**config.mk**
```make
export PLATFORM = sky130hd
export DESIGN_NAME = nand_cycle_seq
export DESIGN_NICKNAME = d
export VERILOG_FILES = /design/src/rtl/nand_cycle_seq.sv
export SDC_FILE = /design/constraint.sdc
export NUM_CORES = 1
export LEC_CHECK = 0
export BUFFER_PORTS_ARGS = -buffer_cell sky130_fd_sc_hd__clkbuf_2
export CORE_MARGIN = 10
export CORE_UTILIZATION = 45
export DETAILED_ROUTE_END_ITERATION = 12
export PLACE_DENSITY = 0.69
export SKIP_LAST_GASP = 1
export SLEW_MARGIN = 30
export SYNTH_ARGS = -nofsm -noshare
export SYNTH_HDL_FRONTEND = slang
export SYNTH_SLANG_ARGS = --single-unit
```
**constraint.sdc**
```tcl
create_clock -name clk -period 2.9 [get_ports clk]
set_clock_uncertainty 0.2 [all_clocks]
set_input_delay 0.29 -clock clk [delete_from_list [all_inputs] [get_ports clk]]
set_output_delay 0.29 -clock clk [all_outputs]
set_load 0.02 [all_outputs]
```
**src/rtl/nand_cycle_seq.sv**
```systemverilog
module nand_cycle_seq #(
  parameter int DEPTH   = 4,
  parameter int TIMEOUT = 256,
  parameter int LEN_W   = 12,
  parameter int TW      = 4
) (
  input  logic          clk,
  input  logic          rst_n,
  input  logic          reg_we,
  input  logic [11:0]   reg_addr,
  input  logic [31:0]   reg_wdata,
  output logic [31:0]   reg_rdata,
  input  logic [TW-1:0] strobe_clks,
  output logic          irq,
  input  logic          wr_valid,
  input  logic [7:0]    wr_data,
  output logic          wr_ready,
  output logic          rd_valid,
  output logic [7:0]    rd_data,
  output logic          fl_ce_n,
  output logic          fl_cle,
  output logic          fl_ale,
  output logic          fl_we_n,
  output logic          fl_re_n,
  output logic [7:0]    fl_dq_out,
  output logic          fl_dq_oe,
  input  logic [7:0]    fl_dq_in,
  input  logic          fl_rb_n
);
  localparam int AW  = (DEPTH > 1) ? $clog2(DEPTH) : 1;
  localparam int CW  = AW + 1;
  localparam int EW  = LEN_W + 5;
  localparam int TOW = $clog2(TIMEOUT + 1);
  localparam logic [11:0] OFS_QUEUE = 12'h000;
  localparam logic [11:0] OFS_STAT  = 12'h118;
  localparam logic [11:0] OFS_CLEAR = 12'h120;

  typedef enum logic [2:0] {S_IDLE, S_WDATA, S_LOW, S_HIGH, S_RB, S_DONE} st_t;

  st_t              st;
  logic [EW-1:0]    mem [DEPTH];
  logic [AW-1:0]    wp, rp;
  logic [CW-1:0]    cnt;
  logic [1:0]       c_type;
  logic             c_wfr, c_lc, c_iwc;
  logic [7:0]       c_byte, dbyte;
  logic [LEN_W-1:0] bcnt;
  logic [TW-1:0]    tcnt;
  logic [TOW-1:0]   tocnt;
  logic [12:0]      stat;
  logic             ce_hold;

  wire unused_wbits = ^{reg_wdata[31:20], reg_wdata[15:14]};

  wire [TW-1:0] tw      = (strobe_clks < TW'(2)) ? TW'(2) : strobe_clks;
  wire          is_rd   = (c_type == 2'd3);
  wire          is_data = c_type[1];
  wire          active  = (st == S_LOW) || (st == S_HIGH);
  wire          err_set = (st == S_WDATA) && !wr_valid && (tocnt == TOW'(TIMEOUT - 1));
  wire          done_set = (st == S_DONE);
  wire          full    = (cnt == CW'(DEPTH));
  wire          push    = reg_we && (reg_addr == OFS_QUEUE) && !full && !err_set;
  wire          pop     = (st == S_IDLE) && (cnt != '0);
  wire [EW-1:0] head    = mem[rp];
  wire [12:0]   stat_clr = (reg_we && reg_addr == OFS_CLEAR) ? reg_wdata[12:0] : 13'd0;

  logic [12:0] stat_set;
  always_comb begin
    stat_set     = '0;
    stat_set[9]  = done_set;
    stat_set[6]  = done_set && (c_type == 2'd2);
    stat_set[7]  = done_set && (c_type == 2'd3);
    stat_set[11] = err_set;
  end

  assign reg_rdata = (reg_addr == OFS_STAT) ? {19'd0, stat} : 32'd0;
  assign wr_ready  = (st == S_WDATA);
  assign fl_ce_n   = !((st != S_IDLE) || ce_hold);
  assign fl_we_n   = !((st == S_LOW) && !is_rd);
  assign fl_re_n   = !((st == S_LOW) && is_rd);
  assign fl_cle    = active && (c_type == 2'd1);
  assign fl_ale    = active && (c_type == 2'd0);
  assign fl_dq_oe  = active && !is_rd;
  assign fl_dq_out = is_data ? dbyte : c_byte;

  always_ff @(posedge clk or negedge rst_n) begin
    if (!rst_n) begin
      wp <= '0;
      rp <= '0;
      cnt <= '0;
    end else if (err_set) begin
      rp <= wp;
      cnt <= '0;
    end else begin
      if (push) wp <= (wp == AW'(DEPTH - 1)) ? '0 : wp + AW'(1);
      if (pop)  rp <= (rp == AW'(DEPTH - 1)) ? '0 : rp + AW'(1);
      if (push && !pop)      cnt <= cnt + CW'(1);
      else if (pop && !push) cnt <= cnt - CW'(1);
    end
  end

  always_ff @(posedge clk) begin
    if (push) mem[wp] <= {reg_wdata[19], reg_wdata[18], reg_wdata[13],
                          reg_wdata[17:16], reg_wdata[LEN_W-1:0]};
  end

  always_ff @(posedge clk or negedge rst_n) begin
    if (!rst_n) begin
      st <= S_IDLE;
      c_type <= 2'd0;
      c_wfr <= 1'b0;
      c_lc <= 1'b0;
      c_iwc <= 1'b0;
      c_byte <= '0;
      dbyte <= '0;
      bcnt <= '0;
      tcnt <= '0;
      tocnt <= '0;
      stat <= '0;
      irq <= 1'b0;
      ce_hold <= 1'b0;
      rd_valid <= 1'b0;
      rd_data <= '0;
    end else begin
      rd_valid <= 1'b0;
      stat <= (stat & ~stat_clr) | stat_set;
      if (done_set && c_iwc) irq <= 1'b1;
      else if (stat_clr[9])  irq <= 1'b0;
      case (st)
        S_IDLE: if (pop) begin
          c_wfr  <= head[EW-1];
          c_lc   <= head[EW-2];
          c_iwc  <= head[EW-3];
          c_type <= head[LEN_W+1:LEN_W];
          c_byte <= head[7:0];
          bcnt   <= head[LEN_W-1:0];
          tocnt  <= '0;
          tcnt   <= tw - TW'(1);
          st     <= (head[LEN_W+1:LEN_W] == 2'd2) ? S_WDATA : S_LOW;
        end
        S_WDATA: begin
          if (wr_valid) begin
            dbyte <= wr_data;
            tocnt <= '0;
            tcnt  <= tw - TW'(1);
            st    <= S_LOW;
          end else if (err_set) begin
            ce_hold <= 1'b0;
            st      <= S_IDLE;
          end else begin
            tocnt <= tocnt + TOW'(1);
          end
        end
        S_LOW: begin
          if (tcnt == '0) begin
            if (is_rd) begin
              rd_valid <= 1'b1;
              rd_data  <= fl_dq_in;
            end
            tcnt <= tw - TW'(1);
            st   <= S_HIGH;
          end else begin
            tcnt <= tcnt - TW'(1);
          end
        end
        S_HIGH: begin
          if (tcnt != '0) begin
            tcnt <= tcnt - TW'(1);
          end else if (is_data && bcnt != '0) begin
            bcnt <= bcnt - LEN_W'(1);
            tcnt <= tw - TW'(1);
            st   <= is_rd ? S_LOW : S_WDATA;
          end else begin
            st <= c_wfr ? S_RB : S_DONE;
          end
        end
        S_RB: if (fl_rb_n) st <= S_DONE;
        S_DONE: begin
          ce_hold <= !c_lc;
          st      <= S_IDLE;
        end
        default: st <= S_IDLE;
      endcase
    end
  end

  a_r2_latch_excl: assert property (@(posedge clk) disable iff (!rst_n)
    !(fl_cle && fl_ale));
  a_r6_strobe_under_ce: assert property (@(posedge clk) disable iff (!rst_n)
    (!fl_we_n || !fl_re_n) |-> !fl_ce_n);
  a_r9_no_drive_on_read: assert property (@(posedge clk) disable iff (!rst_n)
    !fl_re_n |-> !fl_dq_oe);
  a_r7_we_min_low: assert property (@(posedge clk) disable iff (!rst_n)
    $fell(fl_we_n) |=> !fl_we_n);
  a_r7_re_min_low: assert property (@(posedge clk) disable iff (!rst_n)
    $fell(fl_re_n) |=> !fl_re_n);
  a_r8_byte_then_strobe: assert property (@(posedge clk) disable iff (!rst_n)
    (wr_ready && wr_valid) |=> !fl_we_n);
  a_r4_hold_while_busy: assert property (@(posedge clk) disable iff (!rst_n)
    (st == S_RB && !fl_rb_n) |=> !$rose(stat[9]));
  a_r10_flush_empty: assert property (@(posedge clk) disable iff (!rst_n)
    $rose(stat[11]) |-> (cnt == '0));
endmodule

```
==> flow_metrics.py <==
metrics = {
    "run_status": {
        "outcome": "complete, no violations",
    },
    "critical_path": {
        "critPathKind": "flip-flop to flip-flop",
        "worstSetupStartpoint": "tocnt[1]",
        "critical-path-max-stage-delay_ns": 0.57,
        "critical_path.reg2reg.startpoint": "tocnt[1]",
        "ff2ff_setup_slack_ns": 0.13,
        "master_of_the_slowest_instance_on_the_critical_path": "fa_2",
        "critical-path-top-delay-family": "adder cells",
        "critical_path.n_buffers_inverters": 1,
        "cp_cell_sequence": "ha_2, nand2_1, nor2_2, and3_1, ha_2, inv_1, nor2_4, nor4_4, and2_1, fa_2, nor2_2, a2bb2oi_2, o41ai_1",
        "worst-endpoint-required_ns": 3.01,
        "cp-end-kind": "flip-flop",
        "worstSetupStartpointType": "flip-flop",
        "worstPathMaxFanout": 3,
        "cp_data_arrival_time_ns": 2.87,
    },
    "yosys": {
        "postSynth.topFlopCell": "dfrtp_1",
        "synth-edff-count": 68,
        "synth.ff_latch_count": 148,
        "synth-simple-area-share_pct": 14.77,
        "fraction_of_the_mapped_netlist_area_in_compound_gates_pct": 10.00,
        "yosysSeqAreaShare_pct": 58.23,
        "synth_fa_ha_area_share_pct": 2.270,
        "post_synth_instance_area_sq_um": 6944,
        "largest_family_of_logic_cells_by_synthesized_area": "simple AND/OR/NAND/NOR gates",
        "synthesis.area_per_instance_sq_um": 12.33,
        "asyncSetResetFlopFracSynth_pct": 54.05,
        "muxShareOfSynthArea_pct": 9.694,
        "yosys.cell_types.count": 69,
        "synth-xor-area-share_pct": 0.7568,
        "syn_inst": 563,
        "yosys_warnings": 0,
    },
    "cts": {
        "clock_transition_at_the_registers_of_the_reported_paths_ns": 0.06,
        "tritoncts_clock_tree": "yes",
        "clkSinkCount": 148,
        "cts_inserted_buffers": 17,
        "cts_max_level": 4,
        "clk_latency_worst_skew_pair_ns": 0.43,
        "clockBufferDepth": 2,
        "cts_root_buf": "clkbuf_16",
    },
    "timing": {
        "worstMarginPinSlew_ns": 0.7752,
        "min_period_over_period_pct": 95.39,
        "max-slew-margin-rel_pct": 47.92,
        "final-max-slew-violation-count": 0,
        "final_critical_delay_including_setup_and_external_delays_ns": 2.766,
        "fin_ws_ns": 0.1338,
        "setup_viol": 0,
        "finalHoldViolCount": 0,
        "rsz0062_at_grt": "yes",
        "maxClockFrequency_ghz": 0.3615,
    },
    "placement": {
        "buffer_ports.inserted": 92,
        "place_area_sq_um": 7727,
        "pre_cts_slack_ns": 0.02790,
        "gp_routability_congestion": 0.9212,
        "dpl.hpwl_mm": 12.33,
        "dpl.cell_count": 844,
    },
    "route": {
        "drt_pass1_iterations": 5,
        "vias": 5022,
        "drt-wirelength-per-cell_microns": 19.16,
        "antenna_violating_nets_post_route": 0,
        "avgViaCountPerCell": 5.507,
        "detail_route.iter0.violations": 324,
        "drc": 0,
        "postRouteWirelength_mm": 17.47,
    },
    "run": {
        "drv_cap": 0,
    },
    "layout": {
        "multi_input_comb_area_sq_um": 2699,
        "n_fill_cell": 1266,
        "final_core_util_pct": 57.16,
        "final_design_area_no_fill_sq_um": 8657,
        "post_route_cells_drive_above_1_share_pct": 29.42,
        "finalNonFillerCells": 912,
        "fin_nets": 792,
        "area.sequential_sq_um": 4044,
        "area_growth_syn_to_layout_pct": 24.67,
        "final_cell_mix": "clkbuf_2 (91), dfrtp_1 (80), nand2_1 (69), edfxtp_1 (68), dlygate4sd3_1 (35)",
        "n_antenna_cell": 0,
        "layout.cells.most_common": "clkbuf_2",
    },
    "die": {
        "placeable_core_region_sq_um": 15150,
        "die_area_sq_um": 20800,
        "die_height_microns": 144.2,
        "die_w_microns": 144.2,
        "initial_core_utilization_pct": 45.85,
        "ios": 126,
        "rows": 45,
    },
    "power": {
        "cellLeakagePower_nw": 3.612,
        "p_sw_mw": 2.787,
        "vdd_ir_drop_max_mv": 0.4885,
        "pwr_density_cell_nw_per_um2": 888.3,
        "intPower_mw": 4.903,
        "p_seq_share_pct": 38.1,
        "combinational_power_share_pct": 35.2,
        "share_clk_of_total_power_pct": 26.8,
        "netSwitchingFraction_pct": 36.24,
    },
    "grt": {
        "overall_routing_resource_usage_pct": 17.21,
        "globalRouteOverflowTotal": 0,
        "antenna_found_initial": 0,
        "grt_first_pass_wirelength_mm": 27.43,
        "grt_max_degree": 81,
        "via_count_of_the_first_global_routing_pass": 5241,
    },
    "worst_hold_path": {
        "min_path_type": "input port to flip-flop",
        "min_from": "strobe_clks[3]",
    },
}
-- tightest hold or removal path, delay by kind of cell --
family                 cells  cell delay (ns)
AO/OA/AOI/OAI              3             0.30
buffers and inverters      1             0.10
-- repair_timing --
action / 4_1_cts / 5_1_grt
gates resized for setup: 0 / 7
hold endpoints to repair: 175 / 0
hold buffers: 35 / 0
buffers inserted: 0 / 1
setup endpoints to repair: 0 / 2
-- through the flow --
step / hold WS, ns / power, mW / TNS (ns)
after floorplan: -0.2056 / 4.800 / 0
after global placement: 0.2530 / 5.450 / 0
after detailed placement: 0.1847 / 5.575 / 0
after CTS: 0.08965 / 7.679 / 0
after global routing: 0.1387 / 8.114 / -0.02705
final: 0.09855 / 7.690 / 0
-- sequential cells by signal (all words and copies together) (netlist names), 2 cells and up --
| signal | cells |
|---|---|
| stat | 13 |
| rp | 2 |
| cnt | 3 |
| rd_data | 8 |
| wp | 2 |
| bcnt | 12 |
| tocnt | 9 |
| dbyte | 8 |
| mem | 68 |
| st | 3 |
| c_type | 2 |
| tcnt | 4 |
| c_byte | 8 |
-- area by class of cell --
| class | instances | area share, % |
|---|---|---|
| well taps | 188 | 2.717 |
| flip-flops and latches | 148 | 46.71 |
| clock inverters | 12 | 1.229 |
| inverters | 15 | 0.6504 |
| repair buffers | 154 | 12.36 |
| clock buffers | 20 | 5.160 |
| multi-input cells | 375 | 31.18 |
-- final timing paths --
path,end,cells after the start
setup / recovery,cnt[1],13
hold / removal,tcnt[3],4
min in group asynchronous,dbyte[4],2
hold reg to reg,ce_hold,1
max in group asynchronous,irq,2
setup reg to reg,cnt[1],13
-- logic make-up after synthesis --
| logic type | count (synthesis) |
|---|---|
| multiplexers | 44 |
| flip-flops | 148 |
| XOR/XNOR | 6 |
| buffers and inverters | 58 |
| AO/OA/AOI/OAI | 97 |
| adder cells (fa/ha/maj) | 12 |
| other | 1 |
| AND/OR/NAND/NOR | 197 |
-- synth_stat cells, types with 4 or more instances --
master / n / area [sq um]
dfrtp_1: 80 / 2002
nand2_1: 69 / 259.0
edfxtp_1: 68 / 2042
nor2_1: 32 / 120.1
mux2_2: 26 / 292.8
and2_1: 20 / 125.1
clkbuf_1: 20 / 75.07
o21ai_0: 20 / 100.1
buf_4: 19 / 142.6
a21oi_1: 17 / 85.08
mux4_2: 16 / 360.4
inv_1: 15 / 56.30
nor3_1: 14 / 70.07
nand3_1: 12 / 60.06
ha_1: 11 / 137.6
a21boi_0: 10 / 75.07
o22ai_1: 7 / 43.79
or3_1: 6 / 37.54
a211oi_1: 5 / 37.54
a31oi_1: 5 / 31.28
and3_1: 5 / 31.28
nand2b_1: 5 / 31.28
nand4_1: 4 / 25.02
nor3b_1: 4 / 30.03
nor4_1: 4 / 25.02
or4_1: 4 / 30.03
-- layer usage --
| metal | wire length (microns) | vias up | part of all wire, % | track usage (%) |
|---|---|---|---|---|
| met2 | 8489 | 195 | 49 | 29.34 |
| met4 | 278 | 0 | 1.6 | 6.330 |
| met1 | 7303 | 2479 | 42 | 20.00 |
| met5 | 0 | - | 0 | 0 |
| met3 | 1398 | 18 | 8.0 | 5.280 |
| li1 | - | 2330 | - | - |
-- power groups by stage --
stage	Sequential (mW)	Clock (mW)	Combinational, mW
after floorplan	2.85	0	1.95
after global placement	2.93	0	2.52
after detailed placement	2.96	0	2.61
after CTS	2.93	2.08	2.67
after global routing	2.97	2.17	2.97
final	2.93	2.06	2.71
Power figures use the tool's default switching activity.
